### config.mk
export PLATFORM = sky130hd
export DESIGN_NAME = apb_ws_slave
export DESIGN_NICKNAME = d
export VERILOG_FILES = /design/src/rtl/apb_ws_pkg.sv /design/src/rtl/apb_ws_lfsr.sv /design/src/rtl/apb_ws_wait_ctl.sv /design/src/rtl/apb_ws_regbank.sv /design/src/rtl/apb_ws_slave.sv
export SDC_FILE = /design/constraint.sdc
export NUM_CORES = 1
export LEC_CHECK = 0
export ABC_AREA = 1
export CELL_PAD_IN_SITES_DETAIL_PLACEMENT = 1
export CELL_PAD_IN_SITES_GLOBAL_PLACEMENT = 1
export CORE_MARGIN = 4
export CORE_UTILIZATION = 40
export DETAILED_ROUTE_END_ITERATION = 7
export GPL_ROUTABILITY_DRIVEN = 0
export PLACE_DENSITY = 0.87
export SKIP_CTS_REPAIR_TIMING = 1
export SYNTH_ARGS = -nofsm -noshare
export SYNTH_HDL_FRONTEND = slang
export SYNTH_SLANG_ARGS = --single-unit
export TNS_END_PERCENT = 10
### constraint.sdc
create_clock -name clk -period 1.8 [get_ports clk]
set_input_delay 0.27 -clock clk [delete_from_list [all_inputs] [get_ports clk]]
set_output_delay 0.27 -clock clk [all_outputs]
set_load 0.01 [all_outputs]
### src/rtl/apb_ws_pkg.sv
package apb_ws_pkg;
  typedef enum logic [1:0] {
    WS_RANDOM = 2'd0,
    WS_ZERO   = 2'd1,
    WS_FIXED  = 2'd2,
    WS_FIXED2 = 2'd3
  } ws_mode_e;

  localparam int WAIT_W = 2;

  function automatic logic [WAIT_W-1:0] rnd_to_wait(input logic [WAIT_W-1:0] v);
    return (v == '0) ? WAIT_W'(3) : v;
  endfunction
endpackage

### src/rtl/apb_ws_lfsr.sv
module apb_ws_lfsr #(
  parameter int          W    = 16,
  parameter logic [W-1:0] TAPS = 16'hB400,
  parameter logic [W-1:0] SEED = 16'hACE1
) (
  input  logic         clk,
  input  logic         rst_n,
  input  logic         step,
  output logic [W-1:0] state
);
  always_ff @(posedge clk or negedge rst_n) begin
    if (!rst_n) state <= SEED;
    else if (step) state <= {1'b0, state[W-1:1]} ^ (state[0] ? TAPS : '0);
  end
endmodule

### src/rtl/apb_ws_wait_ctl.sv
module apb_ws_wait_ctl #(
  parameter int CNT_W = 2
) (
  input  logic             clk,
  input  logic             rst_n,
  input  logic             setup,
  input  logic             access,
  input  logic [CNT_W-1:0] load_val,
  output logic             done
);
  logic [CNT_W-1:0] cnt;

  always_ff @(posedge clk or negedge rst_n) begin
    if (!rst_n)                  cnt <= '0;
    else if (setup)              cnt <= load_val;
    else if (access && cnt != '0) cnt <= cnt - 1'b1;
  end

  assign done = (cnt == '0);
endmodule

### src/rtl/apb_ws_regbank.sv
module apb_ws_regbank #(
  parameter int NUM_REGS = 8,
  parameter int DATA_W   = 32,
  parameter int IDX_W    = 10
) (
  input  logic              clk,
  input  logic              rst_n,
  input  logic              wr_en,
  input  logic [IDX_W-1:0]  idx,
  input  logic [DATA_W-1:0] wdata,
  output logic [DATA_W-1:0] rdata,
  output logic              hit
);
  logic [DATA_W-1:0] regs [NUM_REGS];

  assign hit = ({{(32-IDX_W){1'b0}}, idx} < 32'(NUM_REGS));

  always_ff @(posedge clk or negedge rst_n) begin
    if (!rst_n) begin
      for (int i = 0; i < NUM_REGS; i++) regs[i] <= '0;
    end else if (wr_en && hit) begin
      for (int i = 0; i < NUM_REGS; i++)
        if (idx == IDX_W'(i)) regs[i] <= wdata;
    end
  end

  always_comb begin
    rdata = '0;
    for (int i = 0; i < NUM_REGS; i++)
      if (idx == IDX_W'(i)) rdata = regs[i];
  end
endmodule

### src/rtl/apb_ws_slave.sv
module apb_ws_slave
  import apb_ws_pkg::*;
#(
  parameter int          ADDR_W    = 12,
  parameter int          DATA_W    = 32,
  parameter int          NUM_REGS  = 8,
  parameter int          LFSR_W    = 16,
  parameter logic [15:0] LFSR_SEED = 16'hACE1
) (
  input  logic              clk,
  input  logic              rst_n,
  input  logic              psel,
  input  logic              penable,
  input  logic              pwrite,
  input  logic [ADDR_W-1:0] paddr,
  input  logic [DATA_W-1:0] pwdata,
  input  logic [1:0]        wait_mode,
  input  logic [1:0]        forced_waits,
  output logic              pready,
  output logic [DATA_W-1:0] prdata,
  output logic              pslverr
);
  localparam int IDX_W = ADDR_W - 2;

  logic              setup_ph, access_ph, cnt_done, hit;
  logic [LFSR_W-1:0] lfsr_state;
  logic [WAIT_W-1:0] wait_sel;
  logic [DATA_W-1:0] rd_val;
  ws_mode_e          mode;
  logic              unused_bits;

  assign setup_ph  = psel & ~penable;
  assign access_ph = psel & penable;
  assign mode      = ws_mode_e'(wait_mode);

  apb_ws_lfsr #(.W(LFSR_W), .TAPS(LFSR_W'(16'hB400)), .SEED(LFSR_W'(LFSR_SEED))) u_lfsr (
    .clk(clk), .rst_n(rst_n), .step(setup_ph), .state(lfsr_state)
  );

  always_comb begin
    unique case (mode)
      WS_RANDOM: wait_sel = rnd_to_wait(lfsr_state[WAIT_W-1:0]);
      WS_ZERO:   wait_sel = '0;
      default:   wait_sel = forced_waits;
    endcase
  end

  apb_ws_wait_ctl #(.CNT_W(WAIT_W)) u_wait (
    .clk(clk), .rst_n(rst_n), .setup(setup_ph), .access(access_ph),
    .load_val(wait_sel), .done(cnt_done)
  );

  apb_ws_regbank #(.NUM_REGS(NUM_REGS), .DATA_W(DATA_W), .IDX_W(IDX_W)) u_bank (
    .clk(clk), .rst_n(rst_n), .wr_en(pready & pwrite), .idx(paddr[ADDR_W-1:2]),
    .wdata(pwdata), .rdata(rd_val), .hit(hit)
  );

  assign pready  = access_ph & cnt_done;
  assign pslverr = pready & ~hit;
  assign prdata  = (access_ph && !pwrite) ? (pready ? rd_val : ~rd_val) : '0;

  assign unused_bits = ^{paddr[1:0], lfsr_state[LFSR_W-1:WAIT_W]};
endmodule

# Yosys cells after proc, flatten, opt, wreduce, memory -nomap -nowiden
# Cells that the tools add are included.
dict set report word_totals {
  register_bits 274
  latchBits 0
  ram_bits 0
  rom_bits 0
  in_bits 53
  out_inout_bits 34
  wordCells 62
  n_memories 0
}
dict set report classes {
  add_sub_neg 1
  n_mul 0
  n_div 0
  order_cmp 1
  eq_ne 8
  shift 0
  muxes 15
  bitwise_logic 9
  reduce_logical 18
}
# cell n
set op_table {}
lappend op_table {{2-to-1 mux 32 bit} 10}
lappend op_table {{== test 10 x 3 -> 1 bit, second input constant} 4}
lappend op_table {{inverter 32 bit} 1}
lappend op_table {{== test 10 x 2 -> 1 bit, second input constant} 2}
lappend op_table {{2-to-1 mux 16 bit} 1}
lappend op_table {{AND reduction 2 bit} 8}
lappend op_table {{XOR 15 x 16 -> 16 bit} 1}
lappend op_table {{== test 10 x 1 -> 1 bit, second input constant} 1}
lappend op_table {{logical NOT 10 bit} 1}
lappend op_table {{< comparator 10 x 4 -> 1 bit, second input constant} 1}
lappend op_table {{logical NOT 2 bit} 3}
lappend op_table {{2-to-1 mux 2 bit} 3}
lappend op_table {{bitwise AND 1 bit} 5}
lappend op_table {{one-hot mux 2 bit (2 select lines)} 1}
lappend op_table {{nonzero test 2 bit} 2}
lappend op_table {{logical AND 1 bit} 3}
lappend op_table {{== test 2 x 1 -> 1 bit, second input constant} 1}
lappend op_table {{inverter 1 bit} 2}
lappend op_table {{subtractor 2 x 1 -> 2 bit, second input constant} 1}
lappend op_table {{logical NOT 1 bit} 1}

# Depth between registers and ports, before layout
# Gate-level depths: netlist (run 1).
dict set report logic_depth {
  word_depth 12
  depth_mapped 15
  depth_no_buf 14
}

# Modules after synthesis
# Synthesis (run 1) repeated with hierarchy kept, for this count alone.
dict set report unflattened {
  cells_unflattened 1613
  area_unflattened_um2 12736.0
}
# mod n_inst cells_each area_per_inst_um2 seq_area_each_um2
set modules_own_cells {}
lappend modules_own_cells {apb_ws_regbank 1 1328 11169.5 6406.1}
lappend modules_own_cells {apb_ws_slave 1 192 767.0 0.0}
lappend modules_own_cells {apb_ws_lfsr 1 74 671.9 410.4}
lappend modules_own_cells {apb_ws_wait_ctl 1 19 127.6 50.0}

# Least setup slack after synthesis (run 1)
# No wires, ideal clock.
dict set report synth_path {
  path_type {input to output}
  from {input port paddr[10]}
  to {output port prdata[30]}
  t_arrival_ps 1621
  required_time_ps 1530
  path_slack_ps -91
  path_stages 11
  n_path_buf 2
  path_cell_list {nor2_1 nand2_2 nor2_2 inv_2 nor2_4 inv_2 buf_6 buf_2 nand4_1 nand3_1 a21oi_1}
}
dict set report synth_via {
  elab_chain_cells 12
  word_cells_on_any_way 19
  cone_classes {eq/ne (7); mux (10); bitwise (1); reduce/logical (1)}
}
# item line_no
set synth_lines {}
lappend synth_lines {{from (decl)} apb_ws_slave.sv:15} ;# input logic [ADDR_W-1:0] paddr,
lappend synth_lines {{logical NOT 10 bit} apb_ws_regbank.sv:30} ;# if (idx == IDX_W'(i)) rdata = regs[i];
lappend synth_lines {{2-to-1 mux 32 bit (7 in series)} apb_ws_regbank.sv:30}
lappend synth_lines {{2-to-1 mux 32 bit (*)} apb_ws_regbank.sv:30}
lappend synth_lines {{inverter 32 bit} apb_ws_slave.sv:60} ;# assign prdata = (access_ph && !pwrite) ? (pready ? rd_val : ~rd_val) : '0;
lappend synth_lines {{2-to-1 mux 32 bit (*) (2 in series)} apb_ws_slave.sv:60}
lappend synth_lines {{to (decl)} apb_ws_slave.sv:20} ;# output logic [DATA_W-1:0] prdata,
# Mark *: on every way between the ends. The rest lies on a longest branch, timed or not.

# Worst setup path after layout (run 1)
dict set report layout_path {
  from {input port paddr[2]}
  to {output port prdata[16]}
}
# The elaborated chain is that of the path after synthesis.

==> metrics.md, run 1 <==
| Metric | Value |
|---|---|
| Clk_lat worst skew | `580 ps` |
| Worst slew pin tran | `546 ps` |
| HP Class | `input pin to async pin` |
| Max Cap Viol | `0` |
| Core area | `around 32000 um^2` |
| Pwr Total | `between 0.01 and 0.015 W` |
| Post-synthesis compound-gate area fraction | `12.3%` |
| Total gr overflow | `0` |
| Syn Inst Count | `1604` |
| Max Slew Vio Count | `0` |
| Post-synth top cells | `522 x nand2_1, 266 x dfrtp_1, 239 x o21ai_0` |
| Syn_area_per_cell | `7.98 um^2` |
| Final setup margin | `-846 ps` |
| Synth area leader | `dfrtp_1` |
| Synth Area in Simple Gates | `27.8%` |
| Mapped Area | `between 10000 and 15000 um^2` |
| Worst Skew | `21.5 ps` |
| DRT iter0 DRCs | `1651` |
| Antenna Cells | `0` |
| Synth top area share | `52.0%` |
| Sink Count | `274` |
| CP Capture Type | `output port` |
| Die width | `187 um` |
| Met2 wire len | `30.2 mm` |
| Upper clock frequency limit | `378 MHz` |
| Yosys warning total | `0` |
| Via Count | `13900` |
| Cts bufs inserted | `30` |
| Final ANT Viol Nets | `0` |
| Die Ht | `approximately 190 um` |
| Tcrit/Tclk final | `147%` |
| Die area | `34900 um^2` |
| Worst-path maximum fanout | `5` |
| Uppermost routed layer | `met4` |
| Site Rows | `65` |
| Setup CP Type | `input pin to output port` |
| Clock transition at path regs | `60 ps` |
| Global-route wire length before repair | `approximately 76 mm` |
| Clock share of power | `~45%` |
| Comb power frac | `8.9%` |
| Max_slew headroom | `63.2%` |
| Peak supply drop | `0.659 mV` |
| Final Critical Period | `2650 ps` |
| Internal | `0.0102 W` |
| Largest net degree at the start of global routing | `56` |
| Async S/R FF share, synth | `100%` |
| Ys flop type | `dfrtp_1` |
| RSZ-0062 raised after global routing | `yes` |
| Final setup viols | `290` |
| H-tree levels | `1` |
| Syn Nets | `approximately 1700` |
| Fin nets | `1858` |
| Post-DP HPWL | `30.2 mm` |
| Area Growth Syn to Fin | `35.6%` |
| Drt wl/cell | `28.1 um` |
| Place WS | `-1450 ps` |
| Final Util | `55.0%` |
| Crit path DAT | `~2400 ps` |
| Status | `finished, violations left` |
| Largest cells by area after synthesis | `dfrtp_1 52%, nand2_1 15%, o21ai_0 9.3%` |
| DRT Wirelength | `approximately 63 mm` |
| Failing checks | `setup timing` |
| Input/output buffers | `between 80 and 90` |
| CP Launch Type | `input pin` |
| CTS tree | `built` |
| Synth Area in XOR/XNOR | `less than 1%` |
| Sequential area share after synthesis | `between 50% and 60%` |
| Layout cells sized above 1 | `between 20% and 30%` |
| Multiplexer share of the synthesized area | `0%` |
| Endpoints failing hold | `0` |
| CTS max path bufs | `3` |
| Post-DR vias/cell | `just over 6` |
| GRT Util Overall | `26.6%` |
| Switching Fraction | `26.1%` |
| Req. time, crit path | `1530 ps` |
| Met1 wire length | `20.9 mm` |
| Synth Area in Adders | `0.0977%` |
| Drt first pass iters | `5` |
| Top-Level Pins | `87` |
| Leakage power | `a little over 8 nW` |
| Initial antenna violation count | `0` |
| Metal3 WL | `~6 mm` |
| Largest family of logic cells by synthesized area | `simple AND/OR/NAND/NOR gates` |
| Cell Pwr Density | `796 nW/um^2` |
| Drc violations | `0` |
| Seq pwr share | `46.3%` |
| Root Driver | `clkbuf_16` |
| Initial Util | `40.6%` |
| Vias in the first global route | `13700` |
| Flops & latches, synth | `around 270` |
| Top-count cell post-synth | `nand2_1` |
| Number of flops mapped to enable cells by yosys | `0` |
| Yosys cell types | `34` |
| Switching power | `approximately 0.0036 W` |
final cells by class:
| cell class | instances | area, um^2 |
|---|---|---|
| repair inverters | 1 | 8.76 |
| clock buffers | 49 | 913 |
| flip-flops and latches | 274 | 6870 |
| fillers | 3601 | 14200 |
| repair buffers | 259 | 2820 |
| clock inverters | 4 | 22.5 |
| multi-input cells | 1152 | 5860 |
| inverters | 86 | 362 |
| well taps | 402 | 503 |
power groups by stage:
stage          clock, W  sequential, W  combinational (W)
2_1_floorplan         0        0.00647           0.000418
3_5_place_dp          0        0.00650            0.00102
3_3_place_gp          0        0.00649           0.000968
5_1_grt         0.00646        0.00642            0.00131
6_report        0.00619        0.00640            0.00123
4_1_cts         0.00601        0.00640            0.00105
registers in the layout, indices dropped and copies added (netlist names):
name / count
u_bank.regs: 256
u_lfsr.state: 16
u_wait.cnt: 2
worst max-delay path: stages:
cell and delay, ps:
clkbuf_4 160, inv_1 100, nand2_1 100, nor2_4 300, nand2_8 120, buf_12 170
nor2_2 80, nor2_1 70, o21ai_1 100, nand4_1 220, nand2_1 140, nand2_2 80
a21oi_4 290, buf_6 160
final timing paths:
kind	start	endpoint	slack, ps	cells past startpoint
max	paddr[2]	prdata[16]	-850	14
min	rst_n	u_lfsr.state[1]	190	2
min reg2reg	u_lfsr.state[7]	u_lfsr.state[7]	470	2
max reg2reg	u_wait.cnt[0]	u_bank.regs[196]	-620	10
min in group clk	forced_waits[1]	u_wait.cnt[1]	420	3
max in group asynchronous	rst_n	u_bank.regs[110]	960	3
cells in the final DEF (no fill, tap or decap), types with 39 or more instances in the layout:
cell	synthesis	final
clkbuf_16	0	39
inv_1	77	70
nand2_1	522	477
clkdlybuf4s50_1	0	40
dfrtp_1	266	266
nand3_1	103	73
buf_12	0	43
o21ai_1	34	56
nor2_1	121	73
buf_4	11	91
o21ai_0	239	214
nand2_2	10	45
nor2_2	10	44
routing by layer:
layer  vias to the layer above  track usage [%]
met1                      6921             31.7
li1                       5574                -
met5                         -                0
met4                         0             12.9
met3                       435             3.99
met2                       941             47.3
stage by stage:
step	hold WS (ps)	instance area [um^2]	TNS, ps	instances
final	193	17400	-111820	2227
after global routing	210	17400	-126580	2227
after CTS	-407	16100	-129090	2167
after detailed placement	192	15100	-175240	2114
after global placement	192	15100	-153590	2114
after floorplan	-25.6	12900	-5670	1604
cell families (layout without fill, tap and decap cells):
kind of cell / after synthesis / after routing
XOR/XNOR: 3 / 3
AO/OA/AOI/OAI: 310 / 310
buffers and inverters: 179 / 399
flip-flops: 274 / 274
adder cells (fa/ha/maj): 1 / 1
AND/OR/NAND/NOR: 837 / 838
Note: power is estimated with default switching activity, not from simulation.
==> run 2, diff against run 1 <==
--- a/config.mk
+++ b/config.mk
@@ -8,6 +8,7 @@
 export ABC_AREA = 1
 export CELL_PAD_IN_SITES_DETAIL_PLACEMENT = 1
 export CELL_PAD_IN_SITES_GLOBAL_PLACEMENT = 1
+export CORE_ASPECT_RATIO = 1.1
 export CORE_MARGIN = 4
 export CORE_UTILIZATION = 40
 export DETAILED_ROUTE_END_ITERATION = 7
==> metrics.md, run 2 (synthesized netlist as in run 1, its figures left out) <==
| Metric | Value |
|---|---|
| Status | `finished, violations left` |
| Failing checks | `setup timing` |
| Area Growth Syn to Fin | `34.1%` |
| Input/output buffers | `84` |
| FF-to-FF setup slack | `-550 ps` |
| RSZ-0062 raised after global routing | `yes` |
| Top-Level Pins | `87` |
| Site Rows | `68` |
| Top flop regs | `u_bank.regs (256), u_lfsr.state (16), u_wait.cnt (2)` |
| Via Count | `13800` |
| CTS tree | `built` |
| Req. time, crit path | `1530 ps` |
| Initial antenna violation count | `2` |
| Max Slew Vio Count | `0` |
| Setup CP Type | `input pin to output port` |
| Final ANT Viol Nets | `0` |
| Layout cells sized above 1 | `25.4%` |
| Root Driver | `clkbuf_16` |
| Upper clock frequency limit | `just under 400 MHz` |
| Sequential Area | `6870 um^2` |
| CP Launch Type | `input pin` |
| Post-DR vias/cell | `6.19` |
| Drt first pass iters | `5` |
| Clock transition at path regs | `70 ps` |
| Initial Util | `between 40% and 50%` |
| Drc violations | `0` |
| Clk_lat worst skew | `between 500 and 600 ps` |
| Most common cell after layout, fill and taps aside | `nand2_1` |
| Global routing usage on met3 | `3.97%` |
| Final setup viols | `290` |
| Fillers | `approximately 3600` |
| Endpoints failing hold | `0` |
| CP Capture Type | `output port` |
| Worst-path maximum fanout | `6` |
| Final Util | `54.6%` |
| Reg2Reg Launch Point | `u_wait.cnt[1]` |
| Core area | `31500 um^2` |
| Post-route cell area | `17200 um^2` |
| Drt wl/cell | `around 27 um` |
| CTS max path bufs | `3` |
| R2R Path End | `u_bank.regs[171]` |
| Dpl cell area | `approximately 15000 um^2` |
| Post-DP HPWL | `29.3 mm` |
| GRT Util Overall | `26.6%` |
| Reg2reg path depth | `10` |
| GRT Max-Usage Layer | `met2` |
| Peak supply drop | `0.625 mV` |
| Pwr Total | `0.0138 W` |
| Leakage power | `8.24 nW` |
| Total gr overflow | `0` |
| Worst Skew | `roughly 27 ps` |
| Sink Count | `274` |
| H-tree levels | `1` |
| Most frequent cells in the layout | `463 x nand2_1, 266 x dfrtp_1, 162 x o21ai_0` |
| Place WS | `-1440 ps` |
| Worst slew pin tran | `between 500 and 600 ps` |
| Fin nets | `around 1800` |
| Largest net degree at the start of global routing | `61` |
| Final setup margin | `-779 ps` |
| Max_slew headroom | `a little under two thirds` |
| Max reg flops | `256` |
| Most flops, register | `u_bank.regs` |
| Die area | `around 35000 um^2` |
| Max Cap Viol | `0` |
| GRT met2 Usage | `a little under half` |
| Antenna Cells | `0` |
| Cts bufs inserted | `30` |
| DRT iter0 DRCs | `1780` |
| Global-route wire length before repair | `approximately 74 mm` |
| Setup TNS Final | `-89510 ps` |
| Final Critical Period | `2580 ps` |
| DRT Wirelength | `60.8 mm` |
| Crit path DAT | `2310 ps` |
| Cell Pwr Density | `805 nW/um^2` |
| Tcrit/Tclk final | `143%` |
| Grt met1 use | `34.1%` |
| Die Ht | `196 um` |
| Vias in the first global route | `13300` |
| Area of the multi-input gates | `approximately 5900 um^2` |
| HP Class | `input pin to async pin` |
| Die width | `179 um` |
==> run 2: cell types whose count changed in the layout (fill, tap and decap cells not counted), moves of 4 or more <==
cell       delta
nor2_2        -6
clkbuf_16     -5
nand3_4       -4
nand3_2       +5
nor2_1        +5
nand2_2      +10
o21ai_1      +52
buf_12        -4
inv_2         +4
nand2_1      -14
buf_4         -8
o21ai_0      -52
==> run 2: worst max path at each step <==
stage,from,endpoint,depth (start not counted)
after floorplan,paddr[7],prdata[20],14
after global placement,paddr[7],prdata[22],16
after detailed placement,paddr[7],prdata[7],16
after CTS,paddr[7],prdata[7],16
after global routing,paddr[5],prdata[11],17
final,paddr[8],prdata[10],15
==> run 2: layout make-up <==
type	instances	share of cell area, %
clock buffers	46	5.25
clock inverters	8	0.262
inverters	86	2.03
multi-input cells	1151	34.1
flip-flops and latches	274	40.0
well taps	420	3.06
repair buffers	243	15.1
repair inverters	2	0.189
==> run 2: worst max-delay path, cell delays in order <==
cell	delay (ps)
buf_6	90
nor2_4	110
nand2_4	100
buf_6	130
nor2_4	230
nand2_8	130
buf_12	160
inv_12	90
nor2_4	60
a21oi_2	180
nand4_1	200
nand2_1	170
nand2_2	70
a21oi_2	140
buf_2	160
==> run 2: power breakdown <==
group / switching (W) / total (W) / leakage (nW) / internal [W]
clock network: 0.00281 / 0.00624 / 0.466 / 0.00343
logic: 0.000747 / 0.00120 / 3.99 / 0.000458
registers: 0.0000740 / 0.00639 / 3.79 / 0.00631
total: 0.00363 / 0.0138 / 8.24 / 0.0102
==> run 2: layer usage <==
layer  vias to the layer above  wire, um
met5                         -        25
met4                         4      4560
met3                       388      5800
met2                       964     28700
met1                      6892     21700
li1                       5557         -
==> run 2: stage by stage <==
step,std cells,hold slack (ps)
after floorplan,1604,-25.6
after global placement,2131,230
after detailed placement,2131,244
after CTS,2185,-340
after global routing,2230,301
final,2230,258
